===== config.mk =====
export PLATFORM = sky130hd
export DESIGN_NAME = subneg_cpu
export DESIGN_NICKNAME = d
export VERILOG_FILES = /design/src/rtl/subneg_pkg.sv /design/src/rtl/subneg_rom.sv /design/src/rtl/subneg_datapath.sv /design/src/rtl/subneg_control.sv /design/src/rtl/subneg_cpu.sv
export SDC_FILE = /design/constraint.sdc
export NUM_CORES = 1
export LEC_CHECK = 0
export BUFFER_PORTS_ARGS = -buffer_cell sky130_fd_sc_hd__buf_2
export CAP_MARGIN = 20
export CORE_MARGIN = 5
export CORE_UTILIZATION = 40
export CTS_CLUSTER_SIZE = 14
export DETAILED_ROUTE_END_ITERATION = 6
export HOLD_SLACK_MARGIN = 0.05
export PLACE_DENSITY = 0.75
export SYNTH_ARGS = -nofsm -noshare
export SYNTH_HDL_FRONTEND = slang
export SYNTH_SLANG_ARGS = --single-unit

===== constraint.sdc =====
create_clock -name clk -period 1.9 [get_ports clk]
set_input_delay 0.285 -clock clk [delete_from_list [all_inputs] [get_ports clk]]
set_output_delay 0.285 -clock clk [all_outputs]
set_load 0.005 [all_outputs]

===== src/rtl/subneg_pkg.sv =====
package subneg_pkg;

  // Amount the program counter advances on a non-jump.
  localparam int unsigned PcStep = 4;

  // Strobes from control to datapath.
  typedef struct packed {
    logic wrEn;        // commit result to destination register
    logic takeBranch;  // next pc comes from the target field
    logic halt;        // target equals the current pc while jumping
  } ctrl_strobes_t;

endpackage


===== src/rtl/subneg_rom.sv =====
module subneg_rom #(
  parameter int unsigned DEPTH   = 16,
  parameter int unsigned WORD_W  = 47,
  parameter int unsigned IDX_W   = 4,
  parameter logic [DEPTH*WORD_W-1:0] IMAGE = '0
) (
  input  logic              clk,
  input  logic              rstN,
  input  logic [IDX_W-1:0]  rdIdx,
  output logic [WORD_W-1:0] rdWord
);

  logic [WORD_W-1:0] mem [DEPTH];

  // The array takes the image on reset and is read-only afterwards.
  always_ff @(posedge clk or negedge rstN) begin
    if (!rstN) begin
      for (int k = 0; k < int'(DEPTH); k++) begin
        mem[k] <= IMAGE[k*WORD_W +: WORD_W];
      end
    end else begin
      for (int k = 0; k < int'(DEPTH); k++) begin
        mem[k] <= mem[k];
      end
    end
  end

  assign rdWord = mem[rdIdx];

endmodule


===== src/rtl/subneg_datapath.sv =====
module subneg_datapath
  import subneg_pkg::*;
#(
  parameter int unsigned DATA_W = 32,
  parameter int unsigned REG_AW = 5,
  parameter logic [(1<<REG_AW)*DATA_W-1:0] REG_IMAGE = '0
) (
  input  logic              clk,
  input  logic              rstN,
  input  logic [REG_AW-1:0] srcAAddr,
  input  logic [REG_AW-1:0] srcBAddr,
  input  logic [REG_AW-1:0] dstAddr,
  input  ctrl_strobes_t     strobes,
  input  logic [REG_AW-1:0] dbgAddr,
  output logic [DATA_W-1:0] dbgData,
  output logic              diffNeg
);

  localparam int unsigned NumRegs = 1 << REG_AW;

  logic [DATA_W-1:0] regRd [NumRegs];
  logic [DATA_W-1:0] opA;
  logic [DATA_W-1:0] opB;
  logic [DATA_W-1:0] diff;

  for (genvar i = 0; i < int'(NumRegs); i++) begin : g_reg
    if (i == 0) begin : g_zero
      assign regRd[i] = '0;
    end else begin : g_live
      logic [DATA_W-1:0] q;
      always_ff @(posedge clk or negedge rstN) begin
        if (!rstN) begin
          q <= REG_IMAGE[i*DATA_W +: DATA_W];
        end else if (strobes.wrEn && dstAddr == REG_AW'(i)) begin
          q <= diff;
        end
      end
      assign regRd[i] = q;
    end
  end

  assign opA     = regRd[srcAAddr];
  assign opB     = regRd[srcBAddr];
  assign diff    = opA - opB;
  assign diffNeg = diff[DATA_W-1];
  assign dbgData = regRd[dbgAddr];

  AST_RESULT_WRITTEN: assert property (@(posedge clk) disable iff (!rstN)
    (strobes.wrEn && dstAddr != '0) |=> regRd[$past(dstAddr)] == $past(diff));

  AST_ZERO_NO_JUMP: assert property (@(posedge clk) disable iff (!rstN)
    (diff == '0) |-> !strobes.takeBranch);

  AST_HALT_NEEDS_NEG: assert property (@(posedge clk) disable iff (!rstN)
    strobes.halt |-> strobes.takeBranch);

  AST_REG0_ZERO: assert property (@(posedge clk) disable iff (!rstN)
    (dbgAddr == '0) |-> dbgData == '0);

endmodule


===== src/rtl/subneg_control.sv =====
module subneg_control
  import subneg_pkg::*;
#(
  parameter int unsigned PC_W = 32
) (
  input  logic            clk,
  input  logic            rstN,
  input  logic [PC_W-1:0] target,
  input  logic            diffNeg,
  output logic [PC_W-1:0] pcQ,
  output ctrl_strobes_t   strobes
);

  logic [PC_W-1:0] nextPc;

  always_comb begin
    strobes.wrEn       = 1'b1;
    strobes.takeBranch = diffNeg;
    strobes.halt       = diffNeg && (target == pcQ);
    nextPc = diffNeg ? target : pcQ + PC_W'(PcStep);
  end

  always_ff @(posedge clk or negedge rstN) begin
    if (!rstN) pcQ <= '0;
    else       pcQ <= nextPc;
  end

  AST_JUMP_LOADS_TARGET: assert property (@(posedge clk) disable iff (!rstN)
    strobes.takeBranch |=> pcQ == $past(target));

  AST_FALLTHROUGH_STEP: assert property (@(posedge clk) disable iff (!rstN)
    !strobes.takeBranch |=> pcQ == $past(pcQ) + PC_W'(PcStep));

  AST_HALT_HOLDS_PC: assert property (@(posedge clk) disable iff (!rstN)
    strobes.halt |=> $stable(pcQ));

endmodule


===== src/rtl/subneg_cpu.sv =====
module subneg_cpu
  import subneg_pkg::*;
#(
  parameter int unsigned DATA_W    = 32,
  parameter int unsigned REG_AW    = 5,
  parameter int unsigned ROM_DEPTH = 16,
  parameter logic [ROM_DEPTH*(3*REG_AW+DATA_W)-1:0] PROG_IMAGE = '0,
  parameter logic [(1<<REG_AW)*DATA_W-1:0]          REG_IMAGE  = '0
) (
  input  logic              clk,
  input  logic              rstN,
  input  logic [REG_AW-1:0] dbgAddr,
  output logic [DATA_W-1:0] dbgData,
  output logic [DATA_W-1:0] pcOut,
  output logic              haltOut
);

  localparam int unsigned InstrW = 3*REG_AW + DATA_W;
  localparam int unsigned RomAw  = (ROM_DEPTH > 1) ? $clog2(ROM_DEPTH) : 1;

  logic [InstrW-1:0] instr;
  logic [REG_AW-1:0] srcAAddr;
  logic [REG_AW-1:0] srcBAddr;
  logic [REG_AW-1:0] dstAddr;
  logic [DATA_W-1:0] target;
  logic [DATA_W-1:0] pcQ;
  logic [RomAw-1:0]  romIdx;
  logic              diffNeg;
  ctrl_strobes_t     strobes;

  // Fixed field positions: no decoding.
  assign srcAAddr = instr[InstrW-1 -: REG_AW];
  assign srcBAddr = instr[InstrW-1-REG_AW -: REG_AW];
  assign dstAddr  = instr[InstrW-1-2*REG_AW -: REG_AW];
  assign target   = instr[DATA_W-1:0];
  assign romIdx   = pcQ[RomAw+1:2];

  subneg_rom #(
    .DEPTH (ROM_DEPTH),
    .WORD_W(InstrW),
    .IDX_W (RomAw),
    .IMAGE (PROG_IMAGE)
  ) uRom (
    .clk   (clk),
    .rstN  (rstN),
    .rdIdx (romIdx),
    .rdWord(instr)
  );

  subneg_control #(
    .PC_W(DATA_W)
  ) uCtrl (
    .clk    (clk),
    .rstN   (rstN),
    .target (target),
    .diffNeg(diffNeg),
    .pcQ    (pcQ),
    .strobes(strobes)
  );

  subneg_datapath #(
    .DATA_W   (DATA_W),
    .REG_AW   (REG_AW),
    .REG_IMAGE(REG_IMAGE)
  ) uData (
    .clk     (clk),
    .rstN    (rstN),
    .srcAAddr(srcAAddr),
    .srcBAddr(srcBAddr),
    .dstAddr (dstAddr),
    .strobes (strobes),
    .dbgAddr (dbgAddr),
    .dbgData (dbgData),
    .diffNeg (diffNeg)
  );

  assign pcOut   = pcQ;
  assign haltOut = strobes.halt;

endmodule


==> qor.yml <==
detailed_routing:
  drt-pass1-iter-count: 4
  antenna_left: 0
  drt_iter0_drc: 72
  drc: 0
  vias: 1036
  totalWireLength_mm: 2.83
  viasPerCell: 4.33
  wl_per_cell_um: 11.8
clock_tree:
  cts-root-buf: "clkbuf_8"
  htree_levels: 2
  path_clk_slew_ns: 0.07
  cts_sinks: 30
  clock_path_buffers: 2
  cts_tree: "done"
  clk_latency_ns: 0.29
  cts_setup_buffers: 0
  cts_made_buffers: 5
sta:
  slew_headroom_pct: 57.4
  setup_tns_ns: 0
  fin_crit_sh_pct: 86.7
  max_freq_mhz: 607
  tightest_slew_ns: 0.639
  setup_slack_ns: 0.253
  slew_viol_final: 0
  setup_viol: 0
  rsz0062_at_grt: "false"
  hold_viol: 0
  skew_ns: 0.00731
  period_needed_ns: 1.65
yosys:
  synth_edf_count: 0
  synthTopCellsByArea: "dfrtp_1 47%, buf_4 16%, xnor2_1 12%"
  yosys_warnings: 0
  netlist_top_cells_count: "35 x buf_4, 30 x dfrtp_1, 22 x xnor2_1"
  synth-seq-area-share_pct: 46.7
  synth-main-ff-cell: "dfrtp_1"
  synth_cell_types: 20
  synth_seq_cells: 30
  yosysTopAreaCell: "dfrtp_1"
  syn_inst: 147
  syn_area_mm2: 0.00161
  avgSynthCellArea_um2: 10.9
  synth_most_common_cell: "buf_4"
  synth_top_area_share_pct: 46.7
  async_reset_ff_share_pct: 100
final_layout:
  largest_register_ffs: 30
  antenna_cells: 0
  nNetsFinal: 196
  top_register: "uCtrl.pcQ"
  final_area_mm2: 0.00186
  drive_above_1_share_pct: 26.5
  areaGrowthSynthToFinish_pct: 16.0
  layoutNonFillerInstCount: 239
  largest_registers: "uCtrl.pcQ x30"
place:
  post-place-ws_ns: 0.244
  gp_congestion: 0.739
  dp_hpwl_mm: 2.09
  dp.cells: 230
  placed_area_mm2: 0.00171
  portBuffers: 31
setup_path:
  worst_ep_arrival_time_ns: 1.86
  critical-path-max-stage-delay_ns: 0.43
  reg2reg_from: "uCtrl.pcQ[2]"
  end_kind: "flip-flop"
  crit_path_cell_trace: "ha_1 > nand3_2 > or3_4 > nor4_4 > xnor2_1"
  criticalPathCategory: "flip-flop to flip-flop"
  cp_max_fo: 5
  timing.rr.end: "uCtrl.pcQ[20]"
  worstRegToRegCells: 5
  startpoint_type: "flip-flop"
  cpMaxStageDelayCell: "or3_4"
  reg2reg_slack_ns: 0.25
  worstPathRequired_ns: 2.11
global_route:
  grt_pass1_wl_mm: 4.74
  top_usage_layer: "met2"
  grt_use_met1_pct: 14.2
  grt_max_degree: 31
  antenna_found_initial: 0
  gr-usage-met3_pct: 3.42
  grt_pass1_vias: 1021
  met2_usage_pct: 18.3
  grt_usage_pct: 11.8
  globalRoute.totalOverflow: 0
job:
  drv_cap: 0
die:
  initial_core_util_pct: 40.7
  die_y_um: 73.4
  coreArea_mm2: 0.00394
  pin_count: 72
  dieArea_mm2: 0.00538
  die_x_um: 73.4
  rows: 23
power:
  p_leak_nw: 1.00
  peakVddDrop_uv: 447
  p_per_area_mw_per_mm2: 793
min_path:
  holdPathStages: 1
  min_to: "uCtrl.pcQ[31]"
  hp-class: "flip-flop to flip-flop"
  hp-start: "uCtrl.pcQ[31]"
outcome:
  outcome: "finished clean"
## critical path, delay by kind of cell, from the launching register on
kind | cells | cell delay [ns]
xor+xnor | 1 | 0.14
fa+ha+maj | 1 | 0.22
flops | 1 | 0.41
simple gates | 3 | 0.81
## cell families (layout without fill, tap and decap cells)
group | count (synthesis) | in the layout | share of synthesized area [%]
and+or+nand+nor | 48 | 48 | 19.7
buffers and inverters | 39 | 47 | 17.3
DFF | 30 | 30 | 46.7
xor gates and xnor gates | 28 | 28 | 15.3
adders and majority gates | 1 | 1 | 0.779
other | 1 | 35 | 0.233
## report_power, final
part | internal [mW] | leakage, nW | switching (mW)
Combinational | 0.00206 | 0.527 | 0.0286
Clock | 0.559 | 0.0714 | 0.249
Sequential | 0.639 | 0.405 | 0
## final cells by class
cell class | count | area [um^2]
well taps | 50 | 62.6
clock buffers | 6 | 82.6
fillers | 376 | 2080
repair buffers | 35 | 188
flip-flops and latches | 30 | 751
multi-input cells | 112 | 706
clock inverters | 2 | 60.1
inverters | 4 | 15.0
## per-stage QoR
stage | utilization [%] | hold slack [ns] | total power, mW
after detailed placement | 43.4 | 0.354 | 0.679
after floorplan | - | -0.0106 | 0.718
after global routing | 47.3 | 0.512 | 1.53
final | 47.3 | 0.473 | 1.48
after global placement | 43.4 | 0.347 | 0.679
after CTS | 47.3 | 0.474 | 1.50
## worst max path at each step
| stage | slack [ns] | to | startpoint |
|---|---|---|---|
| global route | 0.10 | uCtrl.pcQ[20] | uCtrl.pcQ[2] |
| CTS | 0.24 | uCtrl.pcQ[20] | uCtrl.pcQ[2] |
| global placement | 0.27 | uCtrl.pcQ[20] | uCtrl.pcQ[2] |
| detailed placement | 0.24 | uCtrl.pcQ[20] | uCtrl.pcQ[2] |
| floorplan | 0.34 | uCtrl.pcQ[20] | uCtrl.pcQ[2] |
| finish | 0.25 | uCtrl.pcQ[20] | uCtrl.pcQ[2] |
## cell usage in the layout (no fill, tap or decap)
| cell type | n |
|---|---|
| or3_4 | 1 |
| nand3_2 | 2 |
| buf_4 | 3 |
| xnor2_1 | 22 |
| dfrtp_1 | 30 |
| and3_1 | 4 |
| nor2_1 | 8 |
| nand4_1 | 11 |
| nor3_2 | 2 |
| dlygate4sd3_1 | 1 |
| conb_1 | 35 |
| ha_1 | 1 |
| buf_2 | 31 |
| nand3_1 | 6 |
| clkbuf_8 | 6 |
| nand2_1 | 7 |
| nand4_2 | 1 |
| nor4b_1 | 1 |
| bufinv_16 | 2 |
| and2_1 | 2 |
| nor4_4 | 2 |
| and4_1 | 1 |
| inv_1 | 4 |
| xor2_1 | 6 |
## per-layer routing
metal	part of all wire, %	vias to the layer above	wire, um
met1	41	486	1150
met3	9.0	5	255
met5	0	-	0
li1	-	504	-
met2	48	41	1350
met4	2.4	0	68
## repair_timing
action	in CTS	in global routing
gates resized for setup	0	0
hold buffers	1	0
setup endpoints to repair	0	0
hold endpoints to repair	30	0
Power figures use the tool's default switching activity.
